==> src/rtl/csel_pkg.sv <==
package csel_pkg;
  localparam int DataW = 64;
  localparam int HalfW = DataW / 2;

  typedef enum logic [1:0] {
    OP_PASS = 2'd0,
    OP_INV  = 2'd1,
    OP_NEG  = 2'd2,
    OP_INC  = 2'd3
  } opSel_t;

  typedef struct packed {
    logic   takeA;
    logic   is32;
    logic   zeroA;
    logic   zeroB;
    opSel_t op;
    logic   load;
  } cselCtrl_t;
endpackage

==> src/rtl/csel_ctrl.sv <==
module csel_ctrl
  import csel_pkg::*;
(
  input  logic       inValid,
  input  logic [1:0] opSel,
  input  logic [3:0] condCode,
  input  logic [3:0] flags,
  input  logic       is32,
  input  logic       zeroA,
  input  logic       zeroB,
  output cselCtrl_t  ctrl
);
  logic flagN, flagZ, flagC, flagV;
  logic baseTest;
  logic condTrue;

  assign {flagN, flagZ, flagC, flagV} = flags;

  always_comb begin
    unique case (condCode[3:1])
      3'd0: baseTest = flagZ;
      3'd1: baseTest = flagC;
      3'd2: baseTest = flagN;
      3'd3: baseTest = flagV;
      3'd4: baseTest = flagC & ~flagZ;
      3'd5: baseTest = (flagN == flagV);
      3'd6: baseTest = ~flagZ & (flagN == flagV);
      default: baseTest = 1'b1;
    endcase
    if (condCode[3:1] == 3'd7) condTrue = 1'b1;
    else                        condTrue = baseTest ^ condCode[0];
  end

  always_comb begin
    ctrl.takeA = condTrue;
    ctrl.is32  = is32;
    ctrl.zeroA = zeroA;
    ctrl.zeroB = zeroB;
    ctrl.op    = opSel_t'(opSel);
    ctrl.load  = inValid;
  end
endmodule

==> src/rtl/csel_datapath.sv <==
module csel_datapath
  import csel_pkg::*;
#(
  parameter int Width = DataW
) (
  input  logic             clk,
  input  logic             rstN,
  input  cselCtrl_t        ctrl,
  input  logic [Width-1:0] opA,
  input  logic [Width-1:0] opB,
  output logic             outValid,
  output logic [Width-1:0] result
);
  localparam int Half = Width / 2;

  logic [Width-1:0] srcA, srcB, altB, chosen, masked;

  assign srcA = ctrl.zeroA ? '0 : opA;
  assign srcB = ctrl.zeroB ? '0 : opB;

  always_comb begin
    unique case (ctrl.op)
      OP_PASS: altB = srcB;
      OP_INV:  altB = ~srcB;
      OP_NEG:  altB = ~srcB + Width'(1);
      default: altB = srcB + Width'(1);
    endcase
  end

  assign chosen = ctrl.takeA ? srcA : altB;
  assign masked = ctrl.is32 ? {{(Width-Half){1'b0}}, chosen[Half-1:0]} : chosen;

  always_ff @(posedge clk or negedge rstN) begin
    if (!rstN) begin
      outValid <= 1'b0;
      result   <= '0;
    end else begin
      outValid <= ctrl.load;
      if (ctrl.load) result <= masked;
    end
  end
endmodule

==> src/rtl/csel_unit.sv <==
module csel_unit
  import csel_pkg::*;
(
  input  logic             clk,
  input  logic             rstN,
  input  logic             inValid,
  input  logic [1:0]       opSel,
  input  logic [3:0]       condCode,
  input  logic [3:0]       flags,
  input  logic             is32,
  input  logic             zeroA,
  input  logic             zeroB,
  input  logic [DataW-1:0] opA,
  input  logic [DataW-1:0] opB,
  output logic             outValid,
  output logic [DataW-1:0] result
);
  cselCtrl_t ctrl;

  csel_ctrl u_ctrl (
    .inValid(inValid), .opSel(opSel), .condCode(condCode), .flags(flags),
    .is32(is32), .zeroA(zeroA), .zeroB(zeroB), .ctrl(ctrl)
  );

  csel_datapath #(.Width(DataW)) u_dp (
    .clk(clk), .rstN(rstN), .ctrl(ctrl), .opA(opA), .opB(opB),
    .outValid(outValid), .result(result)
  );
endmodule

==> config.mk <==
export PLATFORM = sky130hd
export DESIGN_NAME = csel_unit
export DESIGN_NICKNAME = d
export VERILOG_FILES = /design/src/rtl/csel_pkg.sv /design/src/rtl/csel_ctrl.sv /design/src/rtl/csel_datapath.sv /design/src/rtl/csel_unit.sv
export SDC_FILE = /design/constraint.sdc
export NUM_CORES = 1
export LEC_CHECK = 0
export ABC_CLOCK_PERIOD_IN_PS = 1700
export BUFFER_PORTS_ARGS = -buffer_cell sky130_fd_sc_hd__buf_2
export CORE_ASPECT_RATIO = 0.8
export CORE_UTILIZATION = 35
export DETAILED_ROUTE_END_ITERATION = 16
export GPL_TIMING_DRIVEN = 0
export PLACE_DENSITY = 0.6
export SETUP_SLACK_MARGIN = 0.02
export SLEW_MARGIN = 20
export SYNTH_ARGS = -nofsm -noshare
export SYNTH_HDL_FRONTEND = slang
export SYNTH_SLANG_ARGS = --single-unit
==> constraint.sdc <==
create_clock -name clk -period 1.7 [get_ports clk]
set_input_delay 0.17 -clock clk [delete_from_list [all_inputs] [get_ports clk]]
set_output_delay 0.17 -clock clk [all_outputs]
set_load 0.02 [all_outputs]
# == After elaboration in Yosys (flattened, before gate mapping) ==
# Index checks and enable logic that the tools add are counted.
# totals
register_bits,65
inputBits,144
output_inout_bits,65
elab_cells,28
# classes
add_sub_neg,2
eq_ne,10
n_mux,7
n_bitwise,5
reduce_logical,2
# op_table
operator,n
$mux 64,4
$pmux 64 s3,1
$add 64x1->64 const B,2
$not 64->64,1
$eq 3x3->1 const B,4
$pmux 1 s7,1
$eq 3x2->1 const B,2
$eq 3x1->1 const B,1
$logic_not 3->1,1
$and 1x1->1,2
$eq 2x1->1 const B,1
$eq 2x2->1 const B,1
$logic_not 2->1,1
$eq 1x1->1,1
$mux 1,1
$not 1->1,1
$xor 1x1->1,1

# == Depth between registers and ports, before layout ==
# Gate-level depths: netlist of the first run.
# depth
depth_word,7
mapped_depth,15
depth_no_buf,10

# == By module ==
# From an unflattened synthesis of the first run, not the netlist that was laid out.
# unflattened
cells_unflattened,924
area_unflattened_um2,7004.2
# by_module_without_submodules
module,n_inst,cells_per_inst,area_each_um2,seq_area_each_um2
csel_datapath,1,897,6810.3,1626.6
csel_ctrl,1,27,193.9,0.0

# == Least setup slack after synthesis of the first run ==
# OpenSTA, ideal clock, no wires.
# synth_path
path_type,input to register
startpoint,in zeroB
endpoint,reg u_dp.result[52]
setup_time_ns,0.070
arrival_ns,3.091
required_time_ns,1.630
path_slack_ns,-1.461
stages,13
n_path_buf,3
path_cell_list,clkbuf_1 -> clkbuf_1 -> clkbuf_1 -> nor2b_1 -> xnor2_1 -> ha_1 -> and2_1 -> a32oi_1 -> a221oi_4 -> nand3_2 -> or3_1 -> o41a_1 -> nand3_1
# synth_via
elab_chain_cells,6
elab_cells_between_ends,7
cone_classes,2 x add/sub; 4 x mux; 1 x bitwise
# synth_rtl
item,line_no,text
"start, declared",csel_unit.sv:12,"input logic zeroB,"
$mux 64 (*),csel_datapath.sv:19,assign srcB = ctrl.zeroB ? '0 : opB;
$not 64->64,"csel_datapath.sv:24, csel_datapath.sv:25",
$add 64x1->64,csel_datapath.sv:25,OP_NEG: altB = ~srcB + Width'(1);
$pmux 64 s3 (*),csel_datapath.sv:22,unique case (ctrl.op)
$mux 64 (*),csel_datapath.sv:30,assign chosen = ctrl.takeA ? srcA : altB;
$mux 64 (*),csel_datapath.sv:31,"assign masked = ctrl.is32 ? {{(Width-Half){1'b0}}, chosen[Half-1:0]} : chosen;"
"end signal, assigned",csel_datapath.sv:39,if (ctrl.load) result <= masked;
"end, declared",csel_datapath.sv:12,output logic [Width-1:0] result
# Mark *: on every way between the ends. The rest lies on a longest branch, timed or not.
# A chain may end at the register's enable or synchronous reset.

# == Final worst setup path of the first run ==
# layout_path
startpoint,in opB[38]
endpoint,reg u_dp.result[52]
# layout_via
elab_chain_cells,6
elab_cells_between_ends,7
cone_classes,2 x add/sub; 4 x mux; 1 x bitwise
# layout_rtl
item,line_no,text
"start, declared",csel_unit.sv:14,"input logic [DataW-1:0] opB,"
$mux 64 (*),csel_datapath.sv:19,
$not 64->64,csel_datapath.sv:25,
$add 64x1->64,csel_datapath.sv:25,
$pmux 64 s3 (*),csel_datapath.sv:22,
$mux 64 (*),csel_datapath.sv:30,
$mux 64 (*),csel_datapath.sv:31,
# Marked as above.

==> results of run 1 <==
## repair_timing
action                     CTS  global route
gates resized for setup    188           123
setup endpoints to repair   64            64
buffers inserted            60            23
gates cloned                 3             0
hold buffers                 2             0
hold endpoints to repair    33             0
pin swaps                   70            82
## flip-flops by register name (all words and copies together) (netlist names)
register,flops
u_dp.outValid,1
u_dp.result,64
## through the flow
stage | setup slack, ns | hold slack [ns] | utilization | total power [uW] | instances
finish | -0.951 | 0.0680 | 0.572 | 7260 | 1529
detailed placement | -2.10 | 0.142 | 0.447 | 4520 | 1430
global route | -1.05 | 0.0779 | 0.572 | 7530 | 1529
CTS | -1.01 | 0.0620 | 0.537 | 6980 | 1511
global placement | -2.03 | 0.297 | 0.445 | 4490 | 1429
floorplan | -1.02 | -0.126 | - | 3520 | 971
## routing by layer
metal / GRT usage / wire [um]
met1: 0.465 / 15100
met5: 0 / 0
met2: 0.469 / 15100
met4: 0.0698 / 888
met3: 0.0628 / 4500
## placed cells by master, fill, tap and decap left out, types with 8 or more instances in the layout
cell,instances
and2_1,9
a31oi_1,9
clkbuf_16,12
clkbuf_2,10
a21oi_1,27
nor3_1,15
buf_4,54
nand3_1,25
o41ai_4,13
xnor2_2,34
a221oi_2,13
o21ai_2,10
o31ai_4,13
clkbuf_4,8
a21oi_2,11
buf_8,13
buf_12,10
nor4_1,29
nor2_1,77
o21ai_1,40
xnor2_1,82
nand2_1,52
nand4_1,33
and3_1,17
a22oi_2,9
a22oi_1,35
nor2b_1,58
clkbuf_1,31
o21ai_0,56
buf_2,196
dfrtp_1,65
buf_6,33
## synthesized netlist by cell type, drive strengths merged, types with 6 or more instances
cell type / n
a21oi: 41
a221oi: 14
a222oi: 6
a22oi: 44
a31oi: 14
a32o: 6
a41oi: 11
and2: 10
and3: 19
buf: 31
clkbuf: 62
dfrtp: 65
inv: 8
nand2: 58
nand3: 30
nand4: 33
nor2: 83
nor2b: 63
nor3: 18
nor4: 30
o21ai: 109
o31ai: 17
o41ai: 18
or4: 6
xnor2: 118
## worst max-delay path: stages
cell	delay [ns]
buf_2	0.09
clkbuf_1	0.39
nor2b_2	0.38
nand4_1	0.16
a22oi_1	0.44
nand4_1	0.40
or3_4	0.50
o41a_1	0.32
nand3_1	0.07
## where the power goes
part	internal (uW)	switching, uW
clock	1440	695
combinational	1300	1950
sequential	1760	119
## logic make-up (layout without fill, tap and decap cells)
group	count (synthesis)	after routing
and+or+nand+nor	368	369
AOI/OAI and AO/OA	310	310
xor gates and xnor gates	123	123
buffers and inverters	101	394
DFF	65	65
muxes	3	3
adders and majority gates	1	1
## layout make-up
class,instances,area [um2]
clock inverters,6,116
well taps,264,330
repair buffers,279,1880
flip-flops and latches,65,1630
fillers,1832,8580
clock buffers,10,229
inverters,8,30.0
multi-input cells,806,6550
plain buffers,91,688
## worst max-delay path by stage
stage                  start                           to  slack, ns
global placement       zeroB  u_dp.result[36]$_DFFE_PN0P_      -2.03
floorplan           opSel[0]  u_dp.result[56]$_DFFE_PN0P_      -1.02
CTS                 opSel[0]  u_dp.result[52]$_DFFE_PN0P_      -1.01
detailed placement     zeroB  u_dp.result[36]$_DFFE_PN0P_      -2.10
global route        opSel[0]  u_dp.result[62]$_DFFE_PN0P_      -1.05
finish               opB[38]  u_dp.result[52]$_DFFE_PN0P_      -0.95
==> impl_metrics.env, run 1 <==
export IMPL_outcome="finished with violations"
export IMPL_violations_in_the_final_reports="negative setup slack"
export IMPL_hp_class="in2reg"
export IMPL_synth_edf_count=0
export IMPL_yosys_area_share_simple=0.268
export IMPL_post_route_clock_skew_ns=0
export IMPL_drv_slew=0
export IMPL_route_detailed_wl_per_inst_um=23.3
export IMPL_first_global_vias=8435
export IMPL_post_route_period_util=1.56
export IMPL_die_h_um=130
export IMPL_dr_pass1_iters=7
export IMPL_syn_area_per_cell_um2=7.43
export IMPL_gr_usage_all_layers=0.315
export IMPL_critical_path_max_fanout=10
export IMPL_crit_reg2reg_launch="u_dp.result[52]$_DFFE_PN0P_"
export IMPL_detailed_router_s_first_iteration_violation_count=1348
export IMPL_initial_standard_cell_utilization_of_the_core=0.360
export IMPL_clkSinkCount=65
export IMPL_max_cap_violations=0
export IMPL_whs_path_cells=3
export IMPL_ys_top_cells_by_area="dfrtp_1 (23%), xnor2_1 (14%), o21ai_0 (6.0%)"
export IMPL_drc_errors=0
export IMPL_grt_max_degree=34
export IMPL_synthMuxAreaShare=0.00590
export IMPL_holdPathEnd="u_dp.result[55]$_DFFE_PN0P_"
export IMPL_setup_tns_ns=-39.80
export IMPL_worst_endpoint_arrival_ns=2.91
export IMPL_worst_r2r_endpoint="u_dp.result[52]$_DFFE_PN0P_"
export IMPL_grt_setup_unrepaired="true"
export IMPL_synthesized_flop_and_latch_total=65
export IMPL_r2r_depth=4
export IMPL_cellLeakagePower_uw=0.00474
export IMPL_core_area_um2=20000
export IMPL_vdd_drop_max_v=0.000548
export IMPL_pwrdens_nw_per_um2=634
export IMPL_tritoncts="done"
export IMPL_clock_fmax_mhz=377
export IMPL_synth_top_family_by_area="compound AO/OA/AOI/OAI gates"
export IMPL_yosysSeqAreaShare=0.225
export IMPL_setup_worst_path_end_class="flop"
export IMPL_synth_top_cell_area_share=0.225
export IMPL_insertedDiodeCount=0
export IMPL_top_level_ports=209
export IMPL_worst_setup_hold_path_clk_slew_ns=0.06
export IMPL_number_of_buffers_on_the_longest_clock_path=2
export IMPL_placement_io_buffers=194
export IMPL_final_cell_area_um2=11400
export IMPL_finalHoldViolCount=0
export IMPL_drive_above_1_share=0.409
export IMPL_final_wirelength_mm=35.6
export IMPL_number_of_vias_after_detailed_routing=9573
export IMPL_timing_worst_slew_pin_value_ns=1.19
export IMPL_final_setup_viol_count=61
export IMPL_die_area_um2=21200
export IMPL_synthesis_instances=971
export IMPL_row_count=46
export IMPL_layout_nets=1405
export IMPL_finalWeightedCongestion=0.973
export IMPL_slew_limit_headroom=0.205
export IMPL_worst_r2r_setup_slack_ns=0.59
export IMPL_synth_compound_area_frac=0.293
export IMPL_clk_latency_ns=0.33
export IMPL_yosys_warns=0
export IMPL_gr_total_overflow=0
export IMPL_holdCritStartpoint="opA[55]"
export IMPL_cts_root_buffer_cell="clkbuf_16"
export IMPL_setup_worst_path_class="in2reg"
export IMPL_detail_route_antenna_nets=0
export IMPL_postSynth_topFlopCell="dfrtp_1"
export IMPL_syn_area_um2=7220
export IMPL_first_pass_grt_wire_length_mm=51.1
export IMPL_timing_final_ws_setup_ns=-0.951
export IMPL_yosys_area_top_type="dfrtp_1"
export IMPL_synth_async_sr_flop_share=1.00
export IMPL_ys_types=60
export IMPL_dieWidth_um=163
export IMPL_number_of_antenna_violations_at_the_first_check_in_global_routing=0
export IMPL_synthesis_nets=1116
export IMPL_synthXorXnorAreaFrac=0.149
export IMPL_detailed_place_area_um2=8940
export IMPL_post_synth_fa_ha_maj_area_fraction=0.00173
export IMPL_timing_final_crit_period_ns=2.65
export IMPL_critical_path_launch_point_type="input port"
export IMPL_cts_htree_levels=3
export IMPL_routed_via_count_divided_by_cell_count=6.26
export IMPL_detailedPlacementHpwl_mm=25.9
export IMPL_numCtsBuffers=9
export IMPL_required_ns=1.96
export IMPL_area_growth_synth_to_final_pct=58.7
Note: power is estimated with default switching activity, not from simulation.
==> run 2: changes to the inputs <==
--- a/config.mk
+++ b/config.mk
@@ -6,7 +6,7 @@
 export NUM_CORES = 1
 export LEC_CHECK = 0
 export ABC_CLOCK_PERIOD_IN_PS = 1700
-export BUFFER_PORTS_ARGS = -buffer_cell sky130_fd_sc_hd__buf_2
+export BUFFER_PORTS_ARGS = -buffer_cell sky130_fd_sc_hd__clkbuf_2
 export CORE_ASPECT_RATIO = 0.8
 export CORE_UTILIZATION = 35
 export DETAILED_ROUTE_END_ITERATION = 16
==> run 2 against run 1 <==
Effect of this change:
- the flow still finishes with violations (negative setup slack)
- count of clock-buffer cells in the layout up 1
- worst setup slack better by 0.0077 ns
- via count down 2.0%
- die area unchanged
- wire length down 0.68%
- total power down 1.5%
- maximum frequency up 0.29%
==> impl_metrics.env, run 2 (synthesis gave the netlist of run 1 again) <==
export IMPL_number_of_flip_flops_under_the_largest_register_name=64
export IMPL_cellLeakagePower_uw=0.00460
export IMPL_whs_path_cells=3
export IMPL_timing_final_ws_setup_ns=-0.943
export IMPL_die_area_um2=21200
export IMPL_critical_path_max_fanout=6
export IMPL_layout_nets=1398
export IMPL_fillerInstances=1806
export IMPL_drc_errors=0
export IMPL_setup_tns_ns=-38.24
export IMPL_outcome="finished with violations"
export IMPL_tritoncts="done"
export IMPL_clock_fmax_mhz=378
export IMPL_core_area_um2=20000
export IMPL_first_pass_grt_wire_length_mm=50.4
export IMPL_max_cap_violations=0
export IMPL_largest_register="u_dp.result"
export IMPL_commonest_non_fill_non_tap_cells_in_the_layout="clkbuf_2 (201), xnor2_1 (88), nor2_1 (77)"
export IMPL_row_count=46
export IMPL_timing_final_crit_period_ns=2.64
export IMPL_top_level_ports=209
export IMPL_finalWeightedCongestion=0.984
export IMPL_r2r_depth=4
export IMPL_number_of_vias_after_detailed_routing=9383
export IMPL_number_of_buffers_on_the_longest_clock_path=2
export IMPL_gr_total_overflow=0
export IMPL_placement_io_buffers=194
export IMPL_reg_top3="u_dp.result: 64 flops, u_dp.outValid: 1 flops"
export IMPL_worst_endpoint_arrival_ns=2.85
export IMPL_gr_usage_all_layers=0.310
export IMPL_dr_pass1_iters=9
export IMPL_die_h_um=130
export IMPL_final_wirelength_mm=35.3
export IMPL_most_common_cell_after_layout_fill_and_taps_aside="clkbuf_2"
export IMPL_post_route_period_util=1.55
export IMPL_clkSinkCount=65
export IMPL_post_route_clock_skew_ns=0
export IMPL_place_detailed_instances=1430
export IMPL_pwrdens_nw_per_um2=634
export IMPL_detail_route_antenna_nets=0
export IMPL_grt_max_degree=35
export IMPL_setup_worst_path_end_class="flop"
export IMPL_stdcell_count=1522
export IMPL_dieWidth_um=163
export IMPL_numCtsBuffers=9
export IMPL_final_setup_viol_count=62
export IMPL_detailed_router_s_first_iteration_violation_count=1454
export IMPL_total_power_uw=7150
export IMPL_multi_input_gate_area_in_the_final_layout_um2=6440
export IMPL_detailedPlacementHpwl_mm=26.0
export IMPL_clk_latency_ns=0.32
export IMPL_storage_element_area_um2=1630
export IMPL_vdd_drop_max_v=0.000559
export IMPL_first_global_vias=8299
export IMPL_setup_worst_path_class="in2reg"
export IMPL_hold_slack_ns=0.0711
export IMPL_insertedDiodeCount=0
export IMPL_timing_worst_slew_pin_value_ns=1.15
export IMPL_cts_root_buffer_cell="clkbuf_16"
export IMPL_hp_class="in2reg"
export IMPL_critical_path_launch_point_type="input port"
export IMPL_required_ns=1.90
export IMPL_cts_htree_levels=3
export IMPL_area_growth_synth_to_final_pct=56.2
export IMPL_route_detailed_wl_per_inst_um=23.2
export IMPL_utilization=0.563
export IMPL_drv_slew=0
export IMPL_grt_setup_unrepaired="true"
export IMPL_number_of_antenna_violations_at_the_first_check_in_global_routing=0
export IMPL_routed_via_count_divided_by_cell_count=6.16
export IMPL_drive_above_1_share=0.405
export IMPL_violations_in_the_final_reports="negative setup slack"
export IMPL_initial_standard_cell_utilization_of_the_core=0.360
export IMPL_finalHoldViolCount=0
export IMPL_slew_limit_headroom=0.233
export IMPL_worst_setup_hold_path_clk_slew_ns=0.06
[run 2: worst max-delay path, stage by stage]
cell	delay, ns
buf_8	0.09
nand2b_4	0.14
buf_8	0.12
buf_8	0.12
buf_8	0.12
buf_12	0.14
xnor2_4	0.19
ha_4	0.19
and3b_2	0.21
a32oi_4	0.07
a221oi_4	0.25
buf_12	0.16
nand3_4	0.17
buf_4	0.21
o41ai_4	0.23
xnor2_1	0.19
o21ai_1	0.08
[run 2: final cells by class]
cell class / count / share of cell area
sequential: 65 / 0.144
timing repair buffer: 270 / 0.156
clock buffer: 11 / 0.0224
tap: 264 / 0.0293
multi-input combinational: 806 / 0.572
buffer: 93 / 0.0658
clock inverter: 5 / 0.00688
inverter: 8 / 0.00289
[run 2: path summary, 6_finish.rpt]
check	startpoint	to	slack, ns
max reg2reg	u_dp.result[52]$_DFFE_PN0P_	u_dp.result[52]$_DFFE_PN0P_	0.57
min in group asynchronous	rstN	u_dp.result[36]$_DFFE_PN0P_	0.36
max	opSel[0]	u_dp.result[50]$_DFFE_PN0P_	-0.94
min	opA[55]	u_dp.result[55]$_DFFE_PN0P_	0.07
max in group asynchronous	rstN	u_dp.result[23]$_DFFE_PN0P_	0.79
min reg2reg	u_dp.result[25]$_DFFE_PN0P_	u_dp.result[25]$_DFFE_PN0P_	0.50
[run 2: routing by layer]
layer  share of wire  track usage  routed length (um)
met1            0.44        0.460               15500
met4           0.015       0.0594                 529
met2            0.42        0.454               15000
met5               0            0                   0
met3            0.12       0.0748                4280
[run 2: stage by stage]
stage	instance area [um2]	worst slack (ns)
global placement	8920	-2.07
finish	11300	-0.943
CTS	10600	-0.931
floorplan	7620	-1.02
global route	11300	-0.995
detailed placement	8940	-2.12
[run 2: power by group]
part,internal (uW),switching [uW]
Combinational,1270,1930
Clock,1360,692
Sequential,1760,127
Total,4400,2750
[run 2: what timing repair did]
action                     CTS  global route
cloned                       2             2
setup buffers               44            29
pin swaps                   71            40
hold endpoints to repair    32             0
resized for setup          177           111
hold buffers                 2             0
setup endpoints to repair   64            64
